[config.mk]
export PLATFORM = sky130hd
export DESIGN_NAME = next_pc_sel
export DESIGN_NICKNAME = d
export VERILOG_FILES = /design/src/rtl/nps_pkg.sv /design/src/rtl/nps_misp_detect.sv /design/src/rtl/nps_prio.sv /design/src/rtl/nps_pc_reg.sv /design/src/rtl/next_pc_sel.sv
export SDC_FILE = /design/constraint.sdc
export NUM_CORES = 1
export LEC_CHECK = 0
export ABC_CLOCK_PERIOD_IN_PS = 2600
export BUFFER_PORTS_ARGS = -buffer_cell sky130_fd_sc_hd__buf_2
export CAP_MARGIN = 40
export CORE_AREA = 2 2 105 107
export CTS_CLUSTER_DIAMETER = 30
export CTS_CLUSTER_SIZE = 16
export DETAILED_ROUTE_END_ITERATION = 8
export DIE_AREA = 0 0 107 109
export HOLD_SLACK_MARGIN = 0.03
export PLACE_DENSITY = 0.74
export SETUP_SLACK_MARGIN = 0.05
export SLEW_MARGIN = 20
export SYNTH_ARGS = -nofsm -noshare
export SYNTH_HDL_FRONTEND = slang
export SYNTH_SLANG_ARGS = --single-unit
[constraint.sdc]
create_clock -name clk_i -period 2.6 [get_ports clk_i]
set_input_delay 0.39 -clock clk_i [delete_from_list [all_inputs] [get_ports clk_i]]
set_output_delay 0.39 -clock clk_i [all_outputs]
set_load 0.02 [all_outputs]
[src/rtl/nps_pkg.sv]
package nps_pkg;
  typedef enum logic [2:0] {
    SRC_SEQ  = 3'd0,
    SRC_PRED = 3'd1,
    SRC_MISP = 3'd2,
    SRC_RPX  = 3'd3,
    SRC_RPM  = 3'd4,
    SRC_RET  = 3'd5,
    SRC_TRAP = 3'd6,
    SRC_HOLD = 3'd7
  } nps_src_e;

  function automatic logic is_redirect(nps_src_e s);
    return (s != SRC_SEQ) && (s != SRC_PRED) && (s != SRC_HOLD);
  endfunction
endpackage

[src/rtl/nps_misp_detect.sv]
module nps_misp_detect #(
  parameter int PC_W = 32
) (
  input  logic            res_vld_i,
  input  logic [PC_W-1:0] res_target_i,
  input  logic [PC_W-1:0] next_inst_pc_i,
  output logic            misp_o
);
  assign misp_o = res_vld_i && (res_target_i != next_inst_pc_i);
endmodule

[src/rtl/nps_prio.sv]
module nps_prio
  import nps_pkg::*;
(
  input  logic     trap_i,
  input  logic     ret_i,
  input  logic     rpl_m_i,
  input  logic     rpl_x_i,
  input  logic     misp_i,
  input  logic     pred_i,
  input  logic     stall_i,
  output nps_src_e src_o
);
  always_comb begin
    if (trap_i)       src_o = SRC_TRAP;
    else if (ret_i)   src_o = SRC_RET;
    else if (rpl_m_i) src_o = SRC_RPM;
    else if (rpl_x_i) src_o = SRC_RPX;
    else if (stall_i) src_o = SRC_HOLD;   // stall only masks branch-level sources
    else if (misp_i)  src_o = SRC_MISP;
    else if (pred_i)  src_o = SRC_PRED;
    else              src_o = SRC_SEQ;
  end
endmodule

[src/rtl/nps_pc_reg.sv]
module nps_pc_reg
  import nps_pkg::*;
#(
  parameter int              PC_W       = 32,
  parameter int              INST_BYTES = 4,
  parameter logic [PC_W-1:0] RESET_PC   = '0
) (
  input  logic            clk_i,
  input  logic            rst_ni,
  input  nps_src_e        sel_i,
  input  logic [PC_W-1:0] pred_pc_i,
  input  logic [PC_W-1:0] fix_pc_i,
  input  logic [PC_W-1:0] rpx_pc_i,
  input  logic [PC_W-1:0] rpm_pc_i,
  input  logic [PC_W-1:0] ret_pc_i,
  input  logic [PC_W-1:0] trap_pc_i,
  output logic [PC_W-1:0] pc_o,
  output logic            flush_o,
  output nps_src_e        src_o
);
  localparam logic [PC_W-1:0] STEP = PC_W'(INST_BYTES);

  logic [PC_W-1:0] pc_d;

  always_comb begin
    unique case (sel_i)
      SRC_SEQ:  pc_d = pc_o + STEP;
      SRC_PRED: pc_d = pred_pc_i;
      SRC_MISP: pc_d = fix_pc_i;
      SRC_RPX:  pc_d = rpx_pc_i;
      SRC_RPM:  pc_d = rpm_pc_i;
      SRC_RET:  pc_d = ret_pc_i;
      SRC_TRAP: pc_d = trap_pc_i;
      default:  pc_d = pc_o;
    endcase
  end

  always_ff @(posedge clk_i or negedge rst_ni) begin
    if (!rst_ni) begin
      pc_o    <= RESET_PC;
      flush_o <= 1'b0;
      src_o   <= SRC_HOLD;
    end else begin
      pc_o    <= pc_d;
      flush_o <= is_redirect(sel_i);
      src_o   <= sel_i;
    end
  end
endmodule

[src/rtl/next_pc_sel.sv]
module next_pc_sel
  import nps_pkg::*;
#(
  parameter int              PC_W       = 32,
  parameter int              INST_BYTES = 4,
  parameter logic [PC_W-1:0] RESET_PC   = 32'h0000_1000
) (
  input  logic            clk_i,
  input  logic            rst_ni,
  input  logic            stall_i,
  input  logic            pred_taken_i,
  input  logic [PC_W-1:0] pred_target_i,
  input  logic            res_vld_i,
  input  logic [PC_W-1:0] res_target_i,
  input  logic [PC_W-1:0] next_inst_pc_i,
  input  logic            rpl_x_i,
  input  logic [PC_W-1:0] rpl_x_pc_i,
  input  logic            rpl_m_i,
  input  logic [PC_W-1:0] rpl_m_pc_i,
  input  logic            trap_i,
  input  logic [PC_W-1:0] trap_base_i,
  input  logic            trap_ret_i,
  input  logic [PC_W-1:0] epc_i,
  output logic [PC_W-1:0] pc_o,
  output logic            flush_o,
  output logic [2:0]      src_o
);
  logic     misp;
  nps_src_e sel;
  nps_src_e src_q;

  nps_misp_detect #(.PC_W(PC_W)) u_misp (
    .res_vld_i      (res_vld_i),
    .res_target_i   (res_target_i),
    .next_inst_pc_i (next_inst_pc_i),
    .misp_o         (misp)
  );

  nps_prio u_prio (
    .trap_i  (trap_i),
    .ret_i   (trap_ret_i),
    .rpl_m_i (rpl_m_i),
    .rpl_x_i (rpl_x_i),
    .misp_i  (misp),
    .pred_i  (pred_taken_i),
    .stall_i (stall_i),
    .src_o   (sel)
  );

  nps_pc_reg #(.PC_W(PC_W), .INST_BYTES(INST_BYTES), .RESET_PC(RESET_PC)) u_reg (
    .clk_i     (clk_i),
    .rst_ni    (rst_ni),
    .sel_i     (sel),
    .pred_pc_i (pred_target_i),
    .fix_pc_i  (res_target_i),
    .rpx_pc_i  (rpl_x_pc_i),
    .rpm_pc_i  (rpl_m_pc_i),
    .ret_pc_i  (epc_i),
    .trap_pc_i (trap_base_i),
    .pc_o      (pc_o),
    .flush_o   (flush_o),
    .src_o     (src_q)
  );

  assign src_o = src_q;
endmodule

**Word-level counts from Yosys, hierarchy flattened**

Cells that the tools add are included.

- Bits in registers: 36
- Logic and storage cells: 27
- Bits of input ports: 233
- Output and inout port bits: 36

- Reduce and logical (&&, ||, !) cells: 6
- Add/sub/neg operators: 1
- Mux-type cells: 8
- Equal/unequal tests: 9

Operators with widths:

| cell | number |
|---|---|
| $pmux 32 s7 | 1 |
| $add 32x3->32 const B | 1 |
| $ne 32x32->1 | 1 |
| $mux 3 | 6 |
| $eq 3x3->1 const B | 3 |
| $reduce_bool 7->1 | 1 |
| $eq 3x2->1 const B | 2 |
| $eq 3x1->1 const B | 1 |
| $logic_and 1x1->1 | 3 |
| $logic_not 3->1 | 1 |
| $ne 3x1->1 const B | 1 |
| $ne 3x3->1 const B | 1 |
| $reduce_bool 3->1 | 1 |
| $mux 1 | 1 |

**Depth between registers and ports, before layout**

Gate-level depths: netlist of the first run.

- Depth in word-level cells: 11
- Gate-level depth with buffers: 10
- Mapped depth without buffers: 7

**Hierarchy**

Synthesis of the first run repeated with hierarchy kept, for this count alone.

- Cell total of the unflattened synthesis: 504
- Area total of the unflattened synthesis: 4216.5 sq um

Modules (own cells, without submodules):

| module | seq. area each (sq um) | instances | area an instance (sq um) | cells each |
|---|---|---|---|---|
| nps_pc_reg | 905.9 | 1 | 3813.7 | 451 |
| nps_misp_detect | 0.0 | 1 | 350.3 | 43 |
| nps_prio | 0.0 | 1 | 52.6 | 10 |

**Least setup slack after synthesis of the first run**

OpenSTA, ideal clock, no wires.

- Path type: reg-to-reg
- From: reg u_reg.pc_o[12]
- To: reg u_reg.pc_o[23]
- Stages on the path, launching flop included: 9
- Data required time: 2.524 ns
- Data arrival time: 2.260 ns
- Path slack: 0.264 ns
- Buffers on the path: 1
- Clock period less this slack: 2.336 ns
- Cells stage by stage: dfstp_2 and3_2 nand4_2 or3_1 buf_2 or4_4 a211oi_2 a21oi_1 o21ai_1

- Cells in the longest elaborated chain, start to end: 2

RTL lines:

| element | line | source |
|---|---|---|
| start, declared | nps_pc_reg.sv:17 | `output logic [PC_W-1:0] pc_o,` |
| start signal, assigned | nps_pc_reg.sv:44 | `pc_o <= pc_d;` |
| $add 32x3->32 | nps_pc_reg.sv:27 | `SRC_SEQ: pc_d = pc_o + STEP;` |
| $pmux 32 s7 | nps_pc_reg.sv:26 | `unique case (sel_i)` |

Every way passes these cells.
A chain may end at the register's enable or synchronous reset.

**Worst setup path in the final report of the first run**

- From: reg u_reg.pc_o[12]
- To: reg u_reg.pc_o[31]

The elaborated chain is that of the path after synthesis.

==> results of run 1 <==
registers in the layout (all words and copies together), names as in the netlist:
register       cells
u_reg.flush_o      1
u_reg.src_o        3
u_reg.pc_o        32
power breakdown:
part           internal (mW)  total, mW  switching, mW
sequential             0.622      0.714         0.0917
clock                  0.284      0.518          0.233
combinational          0.375      0.846          0.471
total                   1.28       2.08          0.796
per-stage QoR:
step	utilization	hold slack [ns]	std cells
6_report	0.553	0.0418	943
5_1_grt	0.552	0.0714	942
4_1_cts	0.552	0.0609	939
3_5_place_dp	0.541	0.374	931
3_3_place_gp	0.538	0.508	930
2_1_floorplan	-	0.0944	507
worst max path at each step:
stage	endpoint	slack [ns]	start	cells after the start
6_report	u_reg.pc_o[31]	0.18	u_reg.pc_o[12]	8
4_1_cts	u_reg.pc_o[31]	0.20	u_reg.pc_o[12]	8
3_3_place_gp	u_reg.pc_o[18]	-0.05	next_inst_pc_i[14]	10
5_1_grt	u_reg.pc_o[31]	0.05	u_reg.pc_o[12]	8
2_1_floorplan	u_reg.pc_o[23]	0.26	u_reg.pc_o[12]	8
3_5_place_dp	u_reg.pc_o[18]	-0.06	next_inst_pc_i[14]	10
routing by layer:
| metal | track usage | routed length [um] | up-vias |
|---|---|---|---|
| met5 | 0 | 0 | - |
| met4 | 0.0937 | 450 | 0 |
| met3 | 0.0353 | 1690 | 39 |
| met2 | 0.553 | 9540 | 360 |
| met1 | 0.440 | 7900 | 2616 |
| li1 | - | - | 2565 |
cells in the mapped netlist, drive strengths merged, types with 2 or more instances:
cell     number  share of area
and3         16          0.026
a31o          2         0.0044
and2          7          0.011
nand4        12          0.028
a2111oi       6          0.015
inv           8         0.0076
a22oi        33          0.062
a221oi       17          0.038
a211o         3         0.0066
dfstp         4          0.027
nand2        54          0.054
or4           4         0.0085
nand3        16          0.020
a31oi         8          0.013
or2           2         0.0032
a21oi        29          0.037
xor2         32          0.071
nand2b        3         0.0047
a21o          7          0.013
o22a          2         0.0044
mux2i         5          0.013
clkbuf       25          0.024
o21ai        41          0.055
a211oi       18          0.035
a221o        16          0.040
nor4         13          0.035
nor2b         2         0.0032
dfrtp        32           0.20
nor2         40          0.038
buf          11          0.017
o311ai        2         0.0044
nor3          5          0.012
o21a          2         0.0038
o211ai       12          0.024
or3           5         0.0079
o211a         3         0.0095
kinds of logic after synthesis:
kind of cell | count (synthesis)
compound gates | 208
simple gates | 181
buf+inv | 44
flops | 36
xor+xnor | 32
mux | 5
fa+ha+maj | 1
layout make-up:
cell class,instances,area [um2],area share
antenna,4,10.0,0.00171
clock buffer,5,68.8,0.0117
clock inverter,3,42.5,0.00726
inverter,8,30.0,0.00513
multi-input combinational,427,2870,0.491
sequential,36,906,0.155
tap,140,175,0.0299
timing repair buffer,320,1750,0.299
==> impl_metrics.yaml, run 1 <==
timing:
  worst_slack_ns: 0.181
  final_max_slew_viol_count: 0
  setup_repair_after_global_routing_missed_its_margin: "false"
  fmax_ghz: 0.413
  final-setup-viol-count: 0
  maxSlewHeadroom: 0.600
  worstMarginPinSlew_ns: 0.600
  number_of_failing_hold_endpoints_at_the_final_stage: 0
  totalNegativeSetupSlack_ns: 0
  final_period_minus_worst_setup_slack_ns: 2.42
  final.period_utilization: 0.930
  timing.clock.skew_ns: 0.0130
worst_setup_path:
  critical_path.n_buffers_inverters: 1
  required_ns: 2.78
  largest_delay_share_family_worst_path: "simple AND/OR/NAND/NOR gates"
  timing.critical_path.slowest_cell_delay_ns: 0.60
  timing.critical_path.from_type: "flip-flop"
  critical_path.reg2reg.endpoint: "u_reg.pc_o[31]"
  timing.reg2reg.setup_slack_ns: 0.18
  rr_startpoint: "u_reg.pc_o[12]"
  cp_cell_sequence: "and3_2 -> nand4_2 -> nor4_1 -> buf_4 -> nand4_1 -> and3_1 -> a22o_1 -> or3_1"
  worstRegToRegCells: 8
  crit_path_max_fanout: 7
  worst_ep_arrival_time_ns: 2.60
  critical_path.slowest_cell: "dfstp_2"
  worstSetupPathType: "flip-flop to flip-flop"
  endpoint_kind: "flip-flop"
global_route:
  grt_pass1_vias: 5311
  grt_pass1_wl_um: 29000
  grt_residual_overflow: 0
  grt_antenna_before_repair: 3
  maximum_number_of_pins_on_one_net_before_global_route_repair: 39
  grt_usage: 0.326
placed_design:
  routabilityCongestion: 0.981
  pre_cts_ws_ns: -0.0564
  io_buffer_count: 268
  place.detailed.hpwl_um: 16300
  dpl-instance-area_mm2: 0.00574
job:
  drv.max_cap_violation_count: 0
routing:
  final_antenna_net_count: 0
  detail_route.first_pass.iterations: 6
  route.detailed.vias_per_inst: 5.92
  routed_wl_um: 19600
  vias: 5580
  drc_errors_left: 0
  drt-initial-drc-count: 590
  route.detailed.wl_per_inst_um: 20.8
clocking:
  ctsLongestPathBuffers: 2
  tritoncts_clock_tree: "yes"
  number_of_buffers_inserted_to_repair_setup_after_cts: 0
  ctsResizeCount: 0
  clock_transition_at_the_registers_of_the_reported_paths_ns: 0.09
  clock_sinks: 36
  cts_buffers: 5
  h-tree-depth: 2
  cts_hold_buffers: 0
  clkLatencyLatePin_ns: 0.30
  clockRootBuffer: "clkbuf_8"
hold_path:
  hold_class: "primary input to async pin"
logic_synthesis:
  asyncSetResetFlopFracSynth: 1.00
  synthesis.yosys.warnings: 0
  yosys_most_used_dff: "dfrtp_1"
  syn_area_per_cell_um2: 7.82
  synth_fa_ha_area_frac: 0.00316
  fraction_of_synthesized_area_in_multiplexers: 0.0126
  postSynthRegisterBits: 36
  synth_fp_nets: 741
  synth_edf_count: 0
  syn-instance-count: 507
  simple_gate_area_share_of_the_yosys_netlist: 0.256
  synth.yosys.seq_area_share: 0.228
  synth-xor-area-share: 0.0707
  fraction_of_the_mapped_netlist_area_in_compound_gates: 0.381
  synth_cell_type_count: 64
  syn_area_mm2: 0.00397
  synth_top_family_by_area: "compound AO/OA/AOI/OAI gates"
power_and_ir_drop:
  design_power_total_mw: 2.08
  p_per_area_mw_per_mm2: 355
  static-leakage-power_nw: 2.86
  vdd_drop_max_v: 0.000221
cells_and_area:
  cell_area_after_layout_mm2: 0.00586
  top_library_cells_by_usage_in_the_layout_fill_and_taps_aside: "268 x buf_2, 52 x nand2_1, 51 x buf_4"
  nNetsFinal: 1032
  drive_above_1_share: 0.451
  layout_commonest_cell: "buf_2"
  fillers: 1048
  area_growth_syn_to_layout_pct: 47.7
floorplan:
  die_w_um: 107
  initial_core_util: 0.374
  rows: 38
  die_height_um: 109
  core_region_area_mm2: 0.0106
  die-area_mm2: 0.0117
  ios: 269
status:
  status: "completed"
Power figures use the tool's default switching activity.
==> inputs of run 2 (changes only) <==
--- a/config.mk
+++ b/config.mk
@@ -8,13 +8,15 @@
 export ABC_CLOCK_PERIOD_IN_PS = 2600
 export BUFFER_PORTS_ARGS = -buffer_cell sky130_fd_sc_hd__buf_2
 export CAP_MARGIN = 40
-export CORE_AREA = 2 2 105 107
+export CELL_PAD_IN_SITES_DETAIL_PLACEMENT = 1
+export CELL_PAD_IN_SITES_GLOBAL_PLACEMENT = 2
+export CORE_MARGIN = 2
+export CORE_UTILIZATION = 22
 export CTS_CLUSTER_DIAMETER = 30
 export CTS_CLUSTER_SIZE = 16
 export DETAILED_ROUTE_END_ITERATION = 8
-export DIE_AREA = 0 0 107 109
 export HOLD_SLACK_MARGIN = 0.03
-export PLACE_DENSITY = 0.74
+export PLACE_DENSITY_LB_ADDON = 0.1
 export SETUP_SLACK_MARGIN = 0.05
 export SLEW_MARGIN = 20
 export SYNTH_ARGS = -nofsm -noshare
==> run 2 against run 1 <==
Against the previous run: die area rose by 64%; wire length increased by 20%; sequential cell count is the same; utilization decreased by 21 points; clock-buffer cell count up 1; global-route usage fell by 8.6 points; first-iteration DRC count is 60% lower; worst setup slack lost 0.0029 ns; via count decreased by 2.1%; combinational power increased by 3.4%; cell area is 5.2% higher; hold slack improved by 0.30 ns; largest cell class unchanged; largest power group unchanged; highest routed layer is now met5.
==> impl_metrics.yaml, run 2 (same netlist as run 1, synthesis figures left out) <==
power_and_ir_drop:
  power.share.clock: 0.282
  p_comb_frac: 0.394
  seq_power_share: 0.324
  p_per_area_mw_per_mm2: 361
  static-leakage-power_nw: 2.96
  design_power_total_mw: 2.22
  power_switching_uw: 828
  sw_frac_of_total: 0.372
  power.internal_mw: 1.40
  vdd_drop_max_v: 0.000221
cells_and_area:
  largest_register_ff_count: 32
  finish.utilization: 0.345
  nNetsFinal: 1045
  cell_area_after_layout_mm2: 0.00616
  drive_above_1_share: 0.462
  final-instance-count-excl-fill: 1046
  layout_commonest_cell: "buf_2"
  largestRegisters: "u_reg.pc_o x32, u_reg.src_o x3, u_reg.flush_o x1"
  area_growth_syn_to_layout_pct: 55.4
  top_library_cells_by_usage_in_the_layout_fill_and_taps_aside: "268 x buf_2, 61 x buf_4, 52 x nand2_1"
  most_flop_heavy_register: "u_reg.pc_o"
timing:
  worstMarginPinSlew_ns: 0.598
  timing.clock.skew_ns: 0.00661
  final.period_utilization: 0.931
  fmax_ghz: 0.413
  totalNegativeSetupSlack_ns: 0
  final-setup-viol-count: 0
  worst_hold_slack_ns: 0.344
  number_of_failing_hold_endpoints_at_the_final_stage: 0
  setup_repair_after_global_routing_missed_its_margin: "false"
  worst_slack_ns: 0.178
  final_max_slew_viol_count: 0
  final_period_minus_worst_setup_slack_ns: 2.42
  maxSlewHeadroom: 0.599
placed_design:
  place.detailed.hpwl_um: 20100
  io_buffer_count: 268
  routabilityCongestion: 0.862
  dpl-instance-area_mm2: 0.00596
  dpl.cell_count: 1032
  pre_cts_ws_ns: -0.170
worst_setup_path:
  crit_path_max_fanout: 7
  required_ns: 2.77
  cp_cell_sequence: "and3_2 -> nand4_4 -> nor4_4 -> buf_4 -> nand4_1 -> and3_1 -> a22o_1 -> or3_1"
  critical_path.reg2reg.endpoint: "u_reg.pc_o[31]"
  worstSetupPathType: "flip-flop to flip-flop"
  worstRegToRegCells: 8
  critical_path.slowest_cell: "dfstp_2"
  worst_ep_arrival_time_ns: 2.59
  endpoint_kind: "flip-flop"
  timing.reg2reg.setup_slack_ns: 0.18
  rr_startpoint: "u_reg.pc_o[12]"
  timing.critical_path.slowest_cell_delay_ns: 0.59
  timing.critical_path.from_type: "flip-flop"
clocking:
  clockRootBuffer: "clkbuf_16"
  ctsLongestPathBuffers: 2
  cts_buffers: 5
  clkLatencyLatePin_ns: 0.29
  clock_sinks: 36
  clock_transition_at_the_registers_of_the_reported_paths_ns: 0.06
  number_of_buffers_inserted_to_repair_setup_after_cts: 0
  tritoncts_clock_tree: "yes"
  h-tree-depth: 2
floorplan:
  initial_core_util: 0.222
  ios: 269
  rows: 49
  die_w_um: 138
  die_height_um: 138
  die-area_mm2: 0.0191
  core_region_area_mm2: 0.0178
routing:
  detailroute.wirelength.met3_um: 1660
  vias: 5465
  dr_wl_met2_um: 11600
  final_antenna_net_count: 0
  detail_route.wirelength.met1_um: 9850
  route.detailed.vias_per_inst: 5.22
  topRoutingLayerUsed: "met5"
  drc_errors_left: 0
  route.detailed.wl_per_inst_um: 22.5
  drt-initial-drc-count: 234
  routed_wl_um: 23500
  detail_route.first_pass.iterations: 4
global_route:
  maximum_number_of_pins_on_one_net_before_global_route_repair: 35
  grt_pass1_wl_um: 35500
  grt_pass1_vias: 5828
  grt_usage: 0.240
  grt_residual_overflow: 0
  grt_antenna_before_repair: 8
hold_path:
  worst_hold_path.endpoint: "u_reg.pc_o[29]"
  hold_class: "primary input to flip-flop"
  hold_path.startpoint: "pred_target_i[29]"
  hold_depth: 3
job:
  drv.max_cap_violation_count: 0
status:
  status: "completed"
## run 2: cell types whose count changed in the layout (fill, tap and decap cells not counted), sizes merged
cell	before	now
buf	320	332
diode	4	5
dlygate4sd3	0	1
clkinvlp	1	0
clkbuf	5	6
clkinv	1	2
bufinv	1	0
## run 2: per-layer routing
metal	track usage	up-vias
li1	-	2591
met1	0.307	2646
met2	0.403	195
met3	0.0561	27
met4	0.0709	6
met5	0	-
## run 2: timing repair
item | in CTS | in global routing
setup endpoints to repair | 0 | 2
hold buffers | 1 | 0
gates resized for setup | 0 | 5
endpoints found under the hold margin | 9 | 0
## run 2: final cells by class
cell class | count | area (um2)
multi-input cells | 427 | 2910
fillers | 2260 | 11700
inverters | 8 | 30.0
flip-flops and latches | 36 | 906
well taps | 229 | 287
repair buffers | 333 | 1870
diodes | 5 | 12.5
clock inverters | 2 | 10.0
clock buffers | 6 | 139
## run 2: critical path: cells and delay by family (launching register included)
kind / cells / cell delay (ns)
flops: 1 / 0.59
compound gates: 1 / 0.17
simple gates: 6 / 1.37
buf+inv: 1 / 0.17
## run 2: worst max path at each step
stage / end / cells after the start / from / slack [ns]
6_report: u_reg.pc_o[31] / 8 / u_reg.pc_o[12] / 0.18
5_1_grt: u_reg.pc_o[31] / 8 / u_reg.pc_o[12] / 0.07
3_5_place_dp: u_reg.pc_o[31] / 10 / next_inst_pc_i[23] / -0.17
2_1_floorplan: u_reg.pc_o[23] / 8 / u_reg.pc_o[12] / 0.26
3_3_place_gp: u_reg.pc_o[16] / 10 / next_inst_pc_i[20] / -0.19
4_1_cts: u_reg.pc_o[31] / 8 / u_reg.pc_o[12] / 0.1
## run 2: power by group through the flow
stage               logic, mW  clock network (mW)  registers (mW)
floorplan               0.331                   0           0.776
global placement        0.857                   0           0.725
detailed placement      0.875                   0           0.730
CTS                     0.879               0.648           0.720
global route            0.957               0.680           0.734
finish                  0.875               0.628           0.721
==> inputs of run 3 (changes only) <==
--- a/config.mk
+++ b/config.mk
@@ -11,7 +11,7 @@
 export CELL_PAD_IN_SITES_DETAIL_PLACEMENT = 1
 export CELL_PAD_IN_SITES_GLOBAL_PLACEMENT = 2
 export CORE_MARGIN = 2
-export CORE_UTILIZATION = 22
+export CORE_UTILIZATION = 23
 export CTS_CLUSTER_DIAMETER = 30
 export CTS_CLUSTER_SIZE = 16
 export DETAILED_ROUTE_END_ITERATION = 8
@@ -21,4 +21,5 @@
 export SLEW_MARGIN = 20
 export SYNTH_ARGS = -nofsm -noshare
 export SYNTH_HDL_FRONTEND = slang
+export SYNTH_HIERARCHICAL = 1
 export SYNTH_SLANG_ARGS = --single-unit
==> run 3 against run 2 <==
Against the previous run: the run now ends with negative setup slack left; global-route usage grew 1.8 points; utilization grew 14 points; wire length grew 13%.
==> impl_metrics.yaml, run 3 <==
status:
  status: "complete, but fails checks"
  violations: "negative setup slack"
cells_and_area:
  top_library_cells_by_usage_in_the_layout_fill_and_taps_aside: "250 x buf_2, 112 x buf_4, 42 x buf_6"
  most_flop_heavy_register: "u_reg/pc_o"
  area_growth_syn_to_layout_pct: 105
  final-instance-count-excl-fill: 1145
  cell_area_after_layout_mm2: 0.00866
  fillers: 2120
  largest_register_ff_count: 32
  nNetsFinal: 1145
  largestRegisters: "u_reg/pc_o x32, u_reg/src_o x3, u_reg/flush_o x1"
  drive_above_1_share: 0.692
  layout_commonest_cell: "buf_2"
floorplan:
  rows: 49
  initial_core_util: 0.235
  core_region_area_mm2: 0.0180
  ios: 269
  die_w_um: 139
  die-area_mm2: 0.0194
  die_height_um: 139
global_route:
  grt_pass1_wl_um: 38400
  grt_pass1_vias: 6487
  maximum_number_of_pins_on_one_net_before_global_route_repair: 25
  grt_residual_overflow: 0
  grt_antenna_before_repair: 4
  grt_usage: 0.258
worst_setup_path:
  endpoint_kind: "flip-flop"
  timing.critical_path.from_type: "primary input"
  timing.reg2reg.setup_slack_ns: 0.43
  worst_ep_arrival_time_ns: 3.22
  rr_startpoint: "u_reg/pc_o[2]"
  worstRegToRegCells: 5
  crit_path_max_fanout: 7
  required_ns: 2.82
  worstSetupPathType: "primary input to flip-flop"
  critical_path.reg2reg.endpoint: "u_reg/pc_o[28]"
logic_synthesis:
  netlist_top_cells_area: "dfrtp_1 19%, xnor2_1 6.9%, mux2i_1 5.7%"
  yosys_most_used_dff: "dfrtp_1"
  synth_largest_type_area_fraction: 0.190
  synthesis.yosys.warnings: 6
  synth.yosys.seq_area_share: 0.215
  syn-instance-count: 504
  synth_cell_type_count: 73
  synthDominantAreaCellType: "dfrtp_1"
  syn_area_per_cell_um2: 8.37
  synth_fp_nets: 738
  yosys-top-cells-count: "41 x a21oi_1, 38 x nor2_1, 37 x o21ai_0"
  syn_area_mm2: 0.00422
  asyncSetResetFlopFracSynth: 1.00
  synth_edf_count: 0
  synth_most_common_cell: "a21oi_1"
  postSynthRegisterBits: 36
routing:
  drt-initial-drc-count: 225
  detail_route.first_pass.iterations: 5
  route.detailed.vias_per_inst: 5.18
  drc_errors_left: 0
  final_antenna_net_count: 0
  vias: 5935
  route.detailed.wl_per_inst_um: 23.1
  routed_wl_um: 26500
placed_design:
  dpl-instance-area_mm2: 0.00648
  dpl.cell_count: 1070
  pre_cts_ws_ns: -0.931
  place.detailed.hpwl_um: 20700
  io_buffer_count: 268
  routabilityCongestion: 0.855
timing:
  worst_slack_ns: -0.400
  timing.clock.skew_ns: 0.00506
  final.period_utilization: 1.15
  final_period_minus_worst_setup_slack_ns: 3.00
  totalNegativeSetupSlack_ns: -8.68
  fmax_ghz: 0.333
  number_of_failing_hold_endpoints_at_the_final_stage: 0
  maxSlewHeadroom: 0.570
  worstMarginPinSlew_ns: 0.639
  final_max_slew_viol_count: 0
  final-setup-viol-count: 32
  setup_repair_after_global_routing_missed_its_margin: "true"
clocking:
  ctsLongestPathBuffers: 2
  clockRootBuffer: "clkbuf_16"
  clock_transition_at_the_registers_of_the_reported_paths_ns: 0.05
  clock_sinks: 36
  tritoncts_clock_tree: "yes"
  clkLatencyLatePin_ns: 0.29
  h-tree-depth: 2
  cts_buffers: 5
power_and_ir_drop:
  static-leakage-power_nw: 4.01
  vdd_drop_max_v: 0.000245
  p_per_area_mw_per_mm2: 362
hold_path:
  hold_depth: 3
  worst_hold_path.endpoint: "u_reg/pc_o[18]"
  hold_path.startpoint: "rpl_m_pc_i[18]"
  hold_class: "primary input to flip-flop"
job:
  drv.max_cap_violation_count: 0
run 3: how the worst max path moves through the flow:
stage | slack [ns] | end | startpoint | cells past startpoint
3_5_place_dp | -0.93 | u_reg/pc_o[25] | next_inst_pc_i[11] | 14
6_report | -0.40 | u_reg/pc_o[28] | res_target_i[2] | 18
5_1_grt | -0.47 | u_reg/pc_o[28] | next_inst_pc_i[21] | 18
4_1_cts | -0.26 | u_reg/pc_o[29] | res_target_i[10] | 17
2_1_floorplan | 0.05 | u_reg/pc_o[26] | next_inst_pc_i[11] | 13
3_3_place_gp | -0.97 | u_reg/pc_o[27] | next_inst_pc_i[10] | 17
run 3: critical path: stages:
cell,delay (ns)
buf_4,0.14
xnor2_4,0.17
nand4_1,0.19
nor4_4,0.44
a21boi_4,0.13
nor3_4,0.24
o31ai_4,0.09
buf_12,0.15
buf_8,0.13
nor2b_4,0.13
buf_6,0.13
buf_4,0.11
buf_6,0.10
a22oi_2,0.06
o211ai_1,0.20
buf_4,0.16
o21a_1,0.12
o22a_1,0.13
run 3: where the power goes:
part	leakage [nW]	internal (mW)	total, mW	switching [mW]
Clock	0.0652	0.357	0.596	0.239
Combinational	3.52	0.869	1.73	0.858
Sequential	0.424	0.653	0.816	0.163
Total	4.01	1.88	3.14	1.26
run 3: stage by stage:
step / hold slack (ns) / total power, mW / utilization
2_1_floorplan: 0.0944 / 1.39 / -
6_report: 0.484 / 3.14 / 0.482
3_5_place_dp: 0.327 / 2.06 / 0.361
3_3_place_gp: 0.473 / 2.03 / 0.360
4_1_cts: 0.469 / 3.00 / 0.449
5_1_grt: 0.501 / 3.29 / 0.482
run 3: final cells by class:
cell class / count / area [um2] / area share
Antenna cell: 4 / 10.0 / 0.00116
Clock buffer: 8 / 136 / 0.0157
Inverter: 13 / 57.6 / 0.00664
Multi-Input combinational cell: 420 / 4110 / 0.474
Sequential cell: 36 / 906 / 0.105
Tap cell: 229 / 287 / 0.0331
Timing Repair Buffer: 435 / 3160 / 0.365
run 3: per-layer routing:
metal,GRT usage,wire length [um],vias up
met5,0,7,-
met3,0.0385,1410,40
li1,-,-,2781
met4,0.0792,697,2
met2,0.468,13700,228
met1,0.313,10700,2884
run 3: what timing repair did:
item / CTS / global route
endpoints found under the hold margin: 4 / 0
gates cloned: 5 / 1
setup endpoints to repair: 33 / 33
resized for setup: 210 / 99
hold buffers: 1 / 0
buffers inserted: 45 / 22
pin swaps: 69 / 64
run 3: kinds of logic after synthesis:
kind of cell | after synthesis | share of synthesized area
compound gates | 185 | 0.306
simple gates | 152 | 0.203
buf+inv | 49 | 0.0721
mux | 46 | 0.128
flops | 36 | 0.215
xor+xnor | 35 | 0.0727
fa+ha+maj | 1 | 0.00297
